[config.mk]
export PLATFORM = sky130hd
export DESIGN_NAME = cmp_event_ctrl
export DESIGN_NICKNAME = d
export VERILOG_FILES = /design/src/rtl/cmp_event_pkg.sv /design/src/rtl/cmp_rst_sync.sv /design/src/rtl/cmp_sync.sv /design/src/rtl/cmp_hold_gate.sv /design/src/rtl/cmp_edge_flag.sv /design/src/rtl/cmp_event_ctrl.sv
export SDC_FILE = /design/constraint.sdc
export NUM_CORES = 1
export LEC_CHECK = 0
export BUFFER_PORTS_ARGS = -buffer_cell sky130_fd_sc_hd__buf_2
export CORE_UTILIZATION = 55
export DETAILED_ROUTE_END_ITERATION = 6
export GPL_TIMING_DRIVEN = 0
export PLACE_DENSITY = 0.82
export SYNTH_ARGS = -nofsm -noshare
export SYNTH_HDL_FRONTEND = slang
export SYNTH_HIERARCHICAL = 1
export SYNTH_SLANG_ARGS = --single-unit
[constraint.sdc]
create_clock -name clk -period 1.37 [get_ports clk]
set_clock_uncertainty 0.2 [all_clocks]
set_input_delay 0 -clock clk [delete_from_list [all_inputs] [get_ports clk]]
set_output_delay 0 -clock clk [all_outputs]
set_load 0.01 [all_outputs]
[src/rtl/cmp_event_pkg.sv]
package cmp_event_pkg;

  localparam int REG_W = 6;

  typedef enum logic [1:0] {
    EDGE_OFF  = 2'b00,
    EDGE_RISE = 2'b01,
    EDGE_FALL = 2'b10,
    EDGE_ANY  = 2'b11
  } edge_mode_e;

  // control word, bit 0 at the bottom
  typedef struct packed {
    logic       pin_oe;
    logic       cap_en;
    logic       irq_en;
    edge_mode_e mode;
    logic       enable;
  } ctrl_t;

endpackage

[src/rtl/cmp_rst_sync.sv]
module cmp_rst_sync (
  input  logic clk,
  input  logic rst_n,
  output logic rst_n_o
);

  logic [1:0] stage_q;
  logic [1:0] stage_d;

  always_comb stage_d = {stage_q[0], 1'b1};

  always_ff @(posedge clk or negedge rst_n) begin
    if (!rst_n) stage_q <= '0;
    else        stage_q <= stage_d;
  end

  assign rst_n_o = stage_q[1];

endmodule

[src/rtl/cmp_sync.sv]
module cmp_sync #(
  parameter int STAGES = 2
) (
  input  logic clk,
  input  logic rst_n,
  input  logic d_i,
  output logic q_o
);

  logic [STAGES-1:0] chain_q;
  logic [STAGES-1:0] chain_d;

  always_comb chain_d = {chain_q[STAGES-2:0], d_i};

  always_ff @(posedge clk or negedge rst_n) begin
    if (!rst_n) chain_q <= '0;
    else        chain_q <= chain_d;
  end

  assign q_o = chain_q[STAGES-1];

endmodule

[src/rtl/cmp_hold_gate.sv]
module cmp_hold_gate #(
  parameter int HOLD_CYCLES = 63,
  localparam int CNT_W = $clog2(HOLD_CYCLES + 1)
) (
  input  logic             clk,
  input  logic             rst_n,
  input  logic             enable_i,
  input  logic             sync_i,
  output logic             gated_o,
  output logic             open_o,
  output logic [CNT_W-1:0] cnt_o
);

  localparam logic [CNT_W-1:0] CNT_MAX = CNT_W'(HOLD_CYCLES);

  logic [CNT_W-1:0] cnt_q, cnt_d;
  logic             gated_q, gated_d;
  logic             open;

  // counter sits at zero while off, climbs to CNT_MAX once on
  always_comb begin
    open    = enable_i && (cnt_q == CNT_MAX);
    cnt_d   = cnt_q;
    gated_d = gated_q;
    if (!enable_i)             cnt_d = '0;
    else if (cnt_q != CNT_MAX) cnt_d = cnt_q + 1'b1;
    if (open)                  gated_d = sync_i;
  end

  always_ff @(posedge clk or negedge rst_n) begin
    if (!rst_n) begin
      cnt_q   <= '0;
      gated_q <= 1'b0;
    end else begin
      cnt_q   <= cnt_d;
      gated_q <= gated_d;
    end
  end

  assign gated_o = gated_q;
  assign open_o  = open;
  assign cnt_o   = cnt_q;

endmodule

[src/rtl/cmp_edge_flag.sv]
module cmp_edge_flag
  import cmp_event_pkg::*;
(
  input  logic       clk,
  input  logic       rst_n,
  input  logic       gated_i,
  input  edge_mode_e mode_i,
  input  logic       clr_i,
  output logic       flag_o,
  output logic       set_o
);

  logic prev_q;
  logic flag_q, flag_d;
  logic rise, fall, set;

  always_comb begin
    rise = gated_i & ~prev_q;
    fall = ~gated_i & prev_q;
    case (mode_i)
      EDGE_RISE: set = rise;
      EDGE_FALL: set = fall;
      EDGE_ANY:  set = rise | fall;
      default:   set = 1'b0;
    endcase
    // hardware set takes priority over the software clear
    flag_d = set | (flag_q & ~clr_i);
  end

  always_ff @(posedge clk or negedge rst_n) begin
    if (!rst_n) begin
      prev_q <= 1'b0;
      flag_q <= 1'b0;
    end else begin
      prev_q <= gated_i;
      flag_q <= flag_d;
    end
  end

  assign flag_o = flag_q;
  assign set_o  = set;

endmodule

[src/rtl/cmp_event_ctrl.sv]
module cmp_event_ctrl
  import cmp_event_pkg::*;
#(
  parameter int HOLD_CYCLES = 63,
  parameter int SYNC_STAGES = 2,
  localparam int CNT_W = $clog2(HOLD_CYCLES + 1)
) (
  input  logic             clk,
  input  logic             rst_n,
  input  logic             cmp_raw_i,
  input  logic             wr_en_i,
  input  logic             wr_addr_i,
  input  logic [REG_W-1:0] wr_data_i,
  input  logic             rd_addr_i,
  output logic [REG_W-1:0] rd_data_o,
  output logic             irq_o,
  output logic             capture_o,
  output logic             pin_o
);

  logic             rst_n_s;
  ctrl_t            ctrl_q, ctrl_d;
  logic             flag_clr;
  logic             sync_val;
  logic             gated;
  logic             gate_open;
  logic [CNT_W-1:0] hold_cnt;
  logic             flag;
  logic             flag_set;
  logic             en_w;
  edge_mode_e       mode_w;

  cmp_rst_sync i_rst_sync (
    .clk     (clk),
    .rst_n   (rst_n),
    .rst_n_o (rst_n_s)
  );

  always_comb begin
    ctrl_d   = ctrl_q;
    if (wr_en_i && !wr_addr_i) ctrl_d = ctrl_t'(wr_data_i);
    flag_clr = wr_en_i && wr_addr_i && wr_data_i[1];
  end

  always_ff @(posedge clk or negedge rst_n_s) begin
    if (!rst_n_s) ctrl_q <= '0;
    else          ctrl_q <= ctrl_d;
  end

  assign en_w   = ctrl_q.enable;
  assign mode_w = ctrl_q.mode;

  cmp_sync #(.STAGES(SYNC_STAGES)) i_sync (
    .clk   (clk),
    .rst_n (rst_n_s),
    .d_i   (cmp_raw_i),
    .q_o   (sync_val)
  );

  cmp_hold_gate #(.HOLD_CYCLES(HOLD_CYCLES)) i_hold (
    .clk      (clk),
    .rst_n    (rst_n_s),
    .enable_i (en_w),
    .sync_i   (sync_val),
    .gated_o  (gated),
    .open_o   (gate_open),
    .cnt_o    (hold_cnt)
  );

  cmp_edge_flag i_flag (
    .clk     (clk),
    .rst_n   (rst_n_s),
    .gated_i (gated),
    .mode_i  (mode_w),
    .clr_i   (flag_clr),
    .flag_o  (flag),
    .set_o   (flag_set)
  );

  always_comb begin
    if (rd_addr_i) rd_data_o = {{(REG_W-2){1'b0}}, flag, gated};
    else           rd_data_o = ctrl_q;
  end

  assign irq_o     = ctrl_q.irq_en & flag;
  assign capture_o = ctrl_q.cap_en & gated;
  assign pin_o     = ctrl_q.pin_oe & cmp_raw_i;

endmodule

# Word-level counts from Yosys, hierarchy flattened
# Index checks and enable logic that the tools add are counted.
# op_classes
n_addsub,1
n_eq_ne,6
muxes,4
bitwise,11
n_reduce_logical,5
# op_table
cell,n
$mux W6,3
$add A6 B1 Y6 const B,1
$and A1 B1 Y1,6
$eq A6 B6 Y1 const B,1
$ne A6 B6 Y1 const B,1
$eq A2 B2 Y1 const B,2
$logic_and A1 B1 Y1,4
$not A1 Y1,3
$pmux W1 S3,1
$eq A2 B1 Y1 const B,1
$ne A2 B1 Y1 const B,1
$or A1 B1 Y1,2
$logic_not A1 Y1,1
# totals
regBits,19
input_bits,12
out_inout_bits,9
elab_cells,38

# Depth between registers and ports, before layout
# Gate-level depths: netlist (run 1).
# logic_depth
word_depth,5
ltp_mapped,5
depth_no_buf,5

# By module
# Netlist (run 1), hierarchy kept.
# modules_own_cells
mod,n_inst,cells_each,area_each_um2,seq_area_each_um2
cmp_hold_gate,1,31,344.1,175.2
cmp_event_ctrl,1,24,339.1,150.1
cmp_edge_flag,1,13,121.4,50.0
cmp_rst_sync,1,3,53.8,50.0
cmp_sync,1,2,50.0,50.0

# Worst setup path after synthesis (run 1)
# No wires, ideal clock.
# synth_timing
kind,register -> register
startpoint,register i_hold.cnt_q[0] (netlist: i_hold/cnt_o[0])
endpoint,register i_hold.gated_q (netlist: i_hold/gated_o)
setup_time_ns,0.125
arrival_ns,1.248
t_required_ns,1.045
setup_slack_ns,-0.203
stages_incl_launch_ff,5
n_path_buf,0
synth_period_minus_slack_ns,1.573
path_cell_list,dfrtp_1 -> ha_1 -> and3_4 -> and4_4 -> mux2_4
# synth_between
elab_chain_len,2
# synth_lines
item,line,source
from (decl),cmp_hold_gate.sv:16,"logic [CNT_W-1:0] cnt_q, cnt_d;"
from (signal assigned),cmp_hold_gate.sv:35,cnt_q <= cnt_d;
$eq A6 B6 Y1,cmp_hold_gate.sv:22,open = enable_i && (cnt_q == CNT_MAX);
$logic_and A1 B1 Y1,cmp_hold_gate.sv:22,
via gate_open,cmp_event_ctrl.sv:26,logic gate_open;
to (signal assigned),cmp_hold_gate.sv:36,gated_q <= gated_d;
to (decl),cmp_hold_gate.sv:17,"logic gated_q, gated_d;"
# The timed path passes the listed nets, and every way through them passes these cells.
# A chain may end at the register's enable or synchronous reset.

# Final worst setup path (run 1)
# Same ends and word-level chain as after synthesis.

==> flow_results.xml, run 1 <==
<?xml version="1.0" encoding="UTF-8"?>
<metrics>
  <group name="die">
    <metric name="die_area" unit="um^2">1808</metric>
    <metric name="ioPinCount" unit="">21</metric>
    <metric name="die-width" unit="um">42.53</metric>
    <metric name="die_h" unit="um">42.53</metric>
    <metric name="core_area" unit="um^2">1524</metric>
    <metric name="std_cell_rows" unit="">14</metric>
    <metric name="initial_core_util" unit="%">59.28</metric>
  </group>
  <group name="sta">
    <metric name="max-slew-margin-rel" unit="%">56.19</metric>
    <metric name="setup_repair_after_global_routing_missed_its_margin" unit="">yes</metric>
    <metric name="hold-worst-slack" unit="ns">0.07614</metric>
    <metric name="final_hold_viol_count" unit="">0</metric>
    <metric name="timing.fmax" unit="MHz">643.2</metric>
    <metric name="period_minus_slack" unit="ns">1.555</metric>
    <metric name="final-setup-viol-count" unit="">8</metric>
    <metric name="finalMaxSlewViolations" unit="">0</metric>
    <metric name="min_period_over_period" unit="%">113.5</metric>
    <metric name="tightest_slew" unit="ns">0.6572</metric>
    <metric name="postLayoutSetupSlackWorst" unit="ns">-0.1848</metric>
  </group>
  <group name="global_routing">
    <metric name="grt_overflow_total" unit="">0</metric>
    <metric name="first_pass_grt_wire_length" unit="um">3525</metric>
    <metric name="antenna_found_initial" unit="">0</metric>
    <metric name="grt_pass1_vias" unit="">765</metric>
    <metric name="grt_usage" unit="%">27.75</metric>
    <metric name="grt_max_degree" unit="">18</metric>
  </group>
  <group name="setup_path">
    <metric name="timing.critical_path.max_delay_family" unit="">simple AND/OR/NAND/NOR gates</metric>
    <metric name="timing.critical_path.required" unit="ns">1.35</metric>
    <metric name="endpoint_kind" unit="">register</metric>
    <metric name="cpMaxStageDelayCell" unit="">sky130_fd_sc_hd__dfrtp_1</metric>
    <metric name="cpPeakStageDelay" unit="ns">0.37</metric>
    <metric name="cp_num_buf_inv" unit="">0</metric>
    <metric name="crit_type" unit="">register to register</metric>
    <metric name="crit_path_cell_trace" unit="">ha_2, and3_4, and4_4, mux2_4</metric>
    <metric name="timing.critical_path.from_type" unit="">register</metric>
    <metric name="critical_path_arrival" unit="ns">1.54</metric>
    <metric name="critical_path.max_fanout" unit="">3</metric>
  </group>
  <group name="synthesis">
    <metric name="synthesis.yosys.warnings" unit="">6</metric>
    <metric name="syn-num-nets" unit="">87</metric>
    <metric name="netlist_area" unit="um^2">903.4</metric>
    <metric name="post_synth.cell_area_avg" unit="um^2">12.55</metric>
    <metric name="syn-instance-count" unit="">72</metric>
  </group>
  <group name="route">
    <metric name="detail_route.wl_per_cell" unit="um">16.81</metric>
    <metric name="wirelength_routed" unit="um">2185</metric>
    <metric name="drt_first_iter_violations" unit="">22</metric>
    <metric name="vias_after_detailed_routing" unit="">739</metric>
    <metric name="routed.top_layer" unit="">met4</metric>
    <metric name="drt_pass1_iterations" unit="">6</metric>
    <metric name="post_drt_antenna_nets" unit="">0</metric>
    <metric name="drc" unit="">0</metric>
    <metric name="routed_via_density" unit="">5.685</metric>
    <metric name="routedLengthMet1" unit="um">884</metric>
    <metric name="wl_met2" unit="um">1140</metric>
    <metric name="routed_wl_met3" unit="um">85</metric>
  </group>
  <group name="pwr">
    <metric name="p_comb_share" unit="%">21.8</metric>
    <metric name="power.share.switching" unit="%">26.67</metric>
    <metric name="cell_internal_pwr" unit="mW">0.8817</metric>
    <metric name="clockPowerShare" unit="%">23.1</metric>
    <metric name="leakagePower" unit="nW">0.6342</metric>
    <metric name="total_switching_power" unit="mW">0.3206</metric>
    <metric name="vdd.ir_drop.worst" unit="mV">0.9262</metric>
    <metric name="power-per-cell-area" unit="nW/um^2">963.8</metric>
    <metric name="seqPwrFrac" unit="%">55.1</metric>
  </group>
  <group name="place">
    <metric name="placement.io_buffers" unit="">20</metric>
    <metric name="place.gp.congestion" unit="">0.7396</metric>
  </group>
  <group name="finish">
    <metric name="layout.filler_cells" unit="">80</metric>
    <metric name="layout.core_utilization" unit="%">81.86</metric>
    <metric name="n_antenna_cell" unit="">0</metric>
    <metric name="final_net_count" unit="">130</metric>
    <metric name="layout-drive-gt1-share" unit="%">43.86</metric>
    <metric name="layout-area-overhead-vs-synth" unit="%">38.09</metric>
  </group>
  <group name="cts">
    <metric name="cts_tree" unit="">done</metric>
    <metric name="cts.sinks" unit="">19</metric>
    <metric name="htreeDepth" unit="">1</metric>
    <metric name="clkSlewWorstSetupHoldPaths" unit="ns">0.10</metric>
    <metric name="cts_root_buffer" unit="">sky130_fd_sc_hd__clkbuf_4</metric>
    <metric name="clock_insertion_delay_worst_skew" unit="ns">0.29</metric>
    <metric name="cts_max_path_buffers" unit="">2</metric>
    <metric name="cts_inserted_buffers" unit="">3</metric>
  </group>
  <group name="worst_hold_path">
    <metric name="hp-class" unit="">register to asynchronous set/reset pin</metric>
  </group>
  <group name="outcome">
    <metric name="failed_checks" unit="">negative setup slack</metric>
    <metric name="status" unit="">finished, violations left</metric>
  </group>
  <group name="run">
    <metric name="timing.max_cap.violations" unit="">0</metric>
  </group>
</metrics>
==> final timing paths <==
path | start | to | slack [ns] | depth (start not counted)
worst max-delay path | i_hold/cnt_o[0]$_DFFE_PN0P_ | i_hold/gated_o$_DFFE_PN0P_ | -0.18 | 4
worst min-delay path | i_rst_sync/stage_q[1]$_DFF_PN0_ | i_hold/cnt_o[1]$_DFFE_PN0P_ | 0.08 | 0
worst max register to register | i_hold/cnt_o[0]$_DFFE_PN0P_ | i_hold/gated_o$_DFFE_PN0P_ | -0.18 | 4
worst min register to register | i_rst_sync/stage_q[1]$_DFF_PN0_ | i_hold/cnt_o[1]$_DFFE_PN0P_ | 0.08 | 0
max in group asynchronous | i_rst_sync/stage_q[1]$_DFF_PN0_ | i_flag/flag_o$_DFF_PN0_ | 0.47 | 0
min in group clk | rd_addr_i | rd_data_o[3] | 0.14 | 3
==> what timing repair did <==
item,4_1_cts,5_1_grt
hold endpoints to repair,10,0
resized for setup,0,7
pin swaps,3,2
endpoints found under the setup margin,6,9
buffers inserted,4,3
hold buffers,11,0
==> placed cells by master, fill, tap and decap left out, drive strengths merged, types with 4 or more instances in the layout <==
master,count
clkbuf,5
inv,4
buf,28
dfrtp,19
mux2,9
nor2b,7
o21ai,4
nand2,5
dlygate4sd3,11
==> worst reg2reg max path: stages (launching register included) <==
cell and delay [ns]:
sky130_fd_sc_hd__dfrtp_1 0.37, sky130_fd_sc_hd__ha_2 0.19, sky130_fd_sc_hd__and3_4 0.18, sky130_fd_sc_hd__and4_4 0.21, sky130_fd_sc_hd__mux2_4 0.29
==> stage by stage <==
| step | setup WS (ns) | setup TNS (ns) | area [um^2] | cells | total power, mW |
|---|---|---|---|---|---|
| floorplan | -0.1565 | -0.1565 | 905.9 | 72 | 0.7874 |
| global placement | -0.1966 | -0.4129 | 1026 | 108 | 0.8437 |
| detailed placement | -0.2229 | -0.5663 | 1026 | 108 | 0.8551 |
| CTS | -0.1668 | -0.3043 | 1192 | 127 | 1.169 |
| global route | -0.1901 | -0.9236 | 1247 | 130 | 1.260 |
| finish | -0.1848 | -0.5271 | 1247 | 130 | 1.202 |
==> layout make-up <==
cell class                      instances  area, um^2  share of cell area [%]
Inverter                                4       15.01                   1.204
Sequential cell                        19       475.5                   38.11
Clock buffer                            4       26.28                   2.106
Tap cell                               16       20.02                   1.605
Timing Repair Buffer                   38       262.8                   21.06
Multi-Input combinational cell         47       431.7                   34.60
Buffer                                  2       16.27                   1.304
==> state kept, by name, indices dropped and copies added (netlist names) <==
signal	cells
i_flag/prev_q	1
i_hold/gated_o	1
mode_w	2
i_sync/chain_q	2
en_w	1
i_hold/cnt_o	6
i_flag/flag_o	1
i_rst_sync/stage_q	2
ctrl_q	3
==> power by group through the flow <==
stage                     Clock [mW]  Combinational [mW]  Sequential [mW]
final                          0.278               0.262            0.662
after global routing           0.309               0.280            0.671
after detailed placement           0               0.183            0.672
after global placement             0               0.176            0.668
after floorplan                    0               0.130            0.657
after CTS                      0.288               0.223            0.659
==> routing by layer <==
metal | up-vias | GRT usage [%]
li1 | 334 | -
met1 | 362 | 34.20
met5 | - | 0
met4 | 0 | 16.88
met3 | 12 | 4.310
met2 | 31 | 45.54
No activity file was read; power rests on OpenSTA's default activity.
==> run 2, diff against run 1 <==
--- a/config.mk
+++ b/config.mk
@@ -5,7 +5,8 @@
 export SDC_FILE = /design/constraint.sdc
 export NUM_CORES = 1
 export LEC_CHECK = 0
-export BUFFER_PORTS_ARGS = -buffer_cell sky130_fd_sc_hd__buf_2
+export BUFFER_PORTS_ARGS = -buffer_cell sky130_fd_sc_hd__buf_4
+export CORE_MARGIN = 2
 export CORE_UTILIZATION = 55
 export DETAILED_ROUTE_END_ITERATION = 6
 export GPL_TIMING_DRIVEN = 0
==> flow_results.xml, run 2 (synthesized netlist as in run 1, its figures left out) <==
<?xml version="1.0" encoding="UTF-8"?>
<metrics>
  <group name="outcome">
    <metric name="status" unit="">finished, violations left</metric>
    <metric name="failed_checks" unit="">negative setup slack</metric>
  </group>
  <group name="sta">
    <metric name="tightest_slew" unit="ns">0.6902</metric>
    <metric name="min_period_over_period" unit="%">112.9</metric>
    <metric name="setup_repair_after_global_routing_missed_its_margin" unit="">yes</metric>
    <metric name="max-slew-margin-rel" unit="%">53.99</metric>
    <metric name="final-setup-viol-count" unit="">8</metric>
    <metric name="hold-worst-slack" unit="ns">0.08993</metric>
    <metric name="finalMaxSlewViolations" unit="">0</metric>
    <metric name="timing.fmax" unit="MHz">646.6</metric>
    <metric name="final_hold_viol_count" unit="">0</metric>
    <metric name="period_minus_slack" unit="ns">1.547</metric>
    <metric name="postLayoutSetupSlackWorst" unit="ns">-0.1766</metric>
  </group>
  <group name="setup_path">
    <metric name="endpoint_kind" unit="">register</metric>
    <metric name="flop2flop_setup_slack" unit="ns">-0.18</metric>
    <metric name="timing.critical_path.max_delay_family" unit="">flip-flops</metric>
    <metric name="crit_path_cell_trace" unit="">ha_2, and3_4, and4_4, mux2_4</metric>
    <metric name="cpPeakStageDelay" unit="ns">0.39</metric>
    <metric name="r2r-start" unit="">i_hold/cnt_o[1]$_DFFE_PN0P_</metric>
    <metric name="crit_type" unit="">register to register</metric>
    <metric name="timing.critical_path.required" unit="ns">1.37</metric>
    <metric name="timing.critical_path.from_type" unit="">register</metric>
    <metric name="critical_path.max_fanout" unit="">3</metric>
    <metric name="worst_reg2reg_path_endpoint" unit="">i_hold/gated_o$_DFFE_PN0P_</metric>
    <metric name="cpMaxStageDelayCell" unit="">sky130_fd_sc_hd__dfrtp_1</metric>
    <metric name="reg2reg_depth" unit="">4</metric>
    <metric name="cp_num_buf_inv" unit="">0</metric>
    <metric name="critical_path_arrival" unit="ns">1.55</metric>
  </group>
  <group name="die">
    <metric name="die_area" unit="um^2">1982</metric>
    <metric name="ioPinCount" unit="">21</metric>
    <metric name="initial_core_util" unit="%">59.28</metric>
    <metric name="die-width" unit="um">44.53</metric>
    <metric name="std_cell_rows" unit="">14</metric>
    <metric name="die_h" unit="um">44.53</metric>
    <metric name="core_area" unit="um^2">1524</metric>
  </group>
  <group name="pwr">
    <metric name="total_power" unit="mW">1.261</metric>
    <metric name="power-per-cell-area" unit="nW/um^2">970.0</metric>
    <metric name="leakagePower" unit="nW">0.6547</metric>
    <metric name="vdd.ir_drop.worst" unit="mV">0.9138</metric>
  </group>
  <group name="finish">
    <metric name="n_antenna_cell" unit="">0</metric>
    <metric name="layout-drive-gt1-share" unit="%">42.98</metric>
    <metric name="largest_reg_flops" unit="">6</metric>
    <metric name="layout.core_utilization" unit="%">85.30</metric>
    <metric name="multi_input_area" unit="um^2">422.9</metric>
    <metric name="layout-area-overhead-vs-synth" unit="%">43.91</metric>
    <metric name="final_net_count" unit="">130</metric>
    <metric name="leading_cell_types_in_the_layout_fill_and_taps_excluded" unit="">sky130_fd_sc_hd__buf_4, sky130_fd_sc_hd__dfrtp_1, sky130_fd_sc_hd__dlygate4sd3_1, sky130_fd_sc_hd__mux2_4, sky130_fd_sc_hd__nor2b_1</metric>
    <metric name="layout_commonest_cell" unit="">sky130_fd_sc_hd__buf_4</metric>
    <metric name="layout.filler_cells" unit="">78</metric>
    <metric name="seq_area" unit="um^2">475.5</metric>
  </group>
  <group name="route">
    <metric name="drt_first_iter_violations" unit="">7</metric>
    <metric name="detail_route.wl_per_cell" unit="um">15.83</metric>
    <metric name="vias_after_detailed_routing" unit="">703</metric>
    <metric name="routed_via_density" unit="">5.408</metric>
    <metric name="drc" unit="">0</metric>
    <metric name="post_drt_antenna_nets" unit="">0</metric>
    <metric name="wirelength_routed" unit="um">2058</metric>
    <metric name="drt_pass1_iterations" unit="">4</metric>
  </group>
  <group name="cts">
    <metric name="cts_root_buffer" unit="">sky130_fd_sc_hd__clkbuf_4</metric>
    <metric name="cts_max_path_buffers" unit="">2</metric>
    <metric name="cts_inserted_buffers" unit="">3</metric>
    <metric name="clock_insertion_delay_worst_skew" unit="ns">0.30</metric>
    <metric name="htreeDepth" unit="">1</metric>
    <metric name="cts_tree" unit="">done</metric>
    <metric name="cts.sinks" unit="">19</metric>
    <metric name="clkSlewWorstSetupHoldPaths" unit="ns">0.12</metric>
  </group>
  <group name="place">
    <metric name="dpl.hpwl" unit="um">1288</metric>
    <metric name="place.gp.congestion" unit="">0.7079</metric>
    <metric name="placement.io_buffers" unit="">20</metric>
  </group>
  <group name="global_routing">
    <metric name="grt_pass1_vias" unit="">768</metric>
    <metric name="grt_overflow_total" unit="">0</metric>
    <metric name="grt_usage" unit="%">23.27</metric>
    <metric name="antenna_found_initial" unit="">0</metric>
    <metric name="first_pass_grt_wire_length" unit="um">3180</metric>
    <metric name="grt_max_degree" unit="">18</metric>
  </group>
  <group name="worst_hold_path">
    <metric name="hp-class" unit="">register to asynchronous set/reset pin</metric>
  </group>
  <group name="run">
    <metric name="timing.max_cap.violations" unit="">0</metric>
  </group>
</metrics>
[run 2: changes by cell type in the layout (fill, tap and decap cells not counted), sizes merged]
cell and change:
clkinvlp +1, clkbuf -1
[run 2: power breakdown]
group | internal, mW | switching (mW)
sequential | 0.611 | 0.0510
combinational | 0.190 | 0.110
clock | 0.111 | 0.188
total | 0.912 | 0.349
[run 2: worst max path at each step]
stage                                      from                    endpoint  slack, ns  cells past startpoint
finish              i_hold/cnt_o[1]$_DFFE_PN0P_  i_hold/gated_o$_DFFE_PN0P_      -0.18                      4
global route        i_hold/cnt_o[1]$_DFFE_PN0P_  i_hold/gated_o$_DFFE_PN0P_      -0.22                      4
CTS                 i_hold/cnt_o[1]$_DFFE_PN0P_  i_hold/gated_o$_DFFE_PN0P_      -0.17                      4
detailed placement  i_hold/cnt_o[0]$_DFFE_PN0P_  i_hold/gated_o$_DFFE_PN0P_      -0.22                      4
global placement    i_hold/cnt_o[0]$_DFFE_PN0P_  i_hold/gated_o$_DFFE_PN0P_      -0.19                      4
floorplan           i_hold/cnt_o[0]$_DFFE_PN0P_  i_hold/gated_o$_DFFE_PN0P_      -0.16                      4
[run 2: metal layers]
metal | part of all wire, % | vias to the layer above | track usage, %
li1 | - | 327 | -
met1 | 41 | 356 | 23.75
met2 | 53 | 16 | 41.45
met3 | 4.0 | 4 | 8.980
met4 | 2.1 | 0 | 10.30
met5 | 0 | - | 0
[run 2: layout make-up]
| cell class | instances | share of cell area [%] |
|---|---|---|
| well taps | 16 | 1.540 |
| inverters | 4 | 1.155 |
| flip-flops and latches | 19 | 36.57 |
| clock inverters | 1 | 0.5775 |
| multi-input cells | 47 | 32.53 |
| clock buffers | 3 | 1.732 |
| plain buffers | 2 | 1.251 |
| repair buffers | 38 | 24.64 |
[run 2: timing repair]
action                                  4_1_cts  5_1_grt
hold buffers                                 11        0
pin swaps                                     4        2
setup buffers                                 4        3
endpoints found under the hold margin        10        0
endpoints found under the setup margin        7       10
resized for setup                             4        4
[run 2: per-stage QoR]
step | instance area (um^2) | cells | worst slack [ns] | setup TNS (ns)
4_1_cts | 1266 | 127 | -0.1660 | -0.6062
6_report | 1300 | 130 | -0.1766 | -0.6844
3_3_place_gp | 1076 | 108 | -0.1884 | -0.3286
2_1_floorplan | 905.9 | 72 | -0.1565 | -0.1565
3_5_place_dp | 1076 | 108 | -0.2219 | -0.6213
5_1_grt | 1300 | 130 | -0.2177 | -1.166
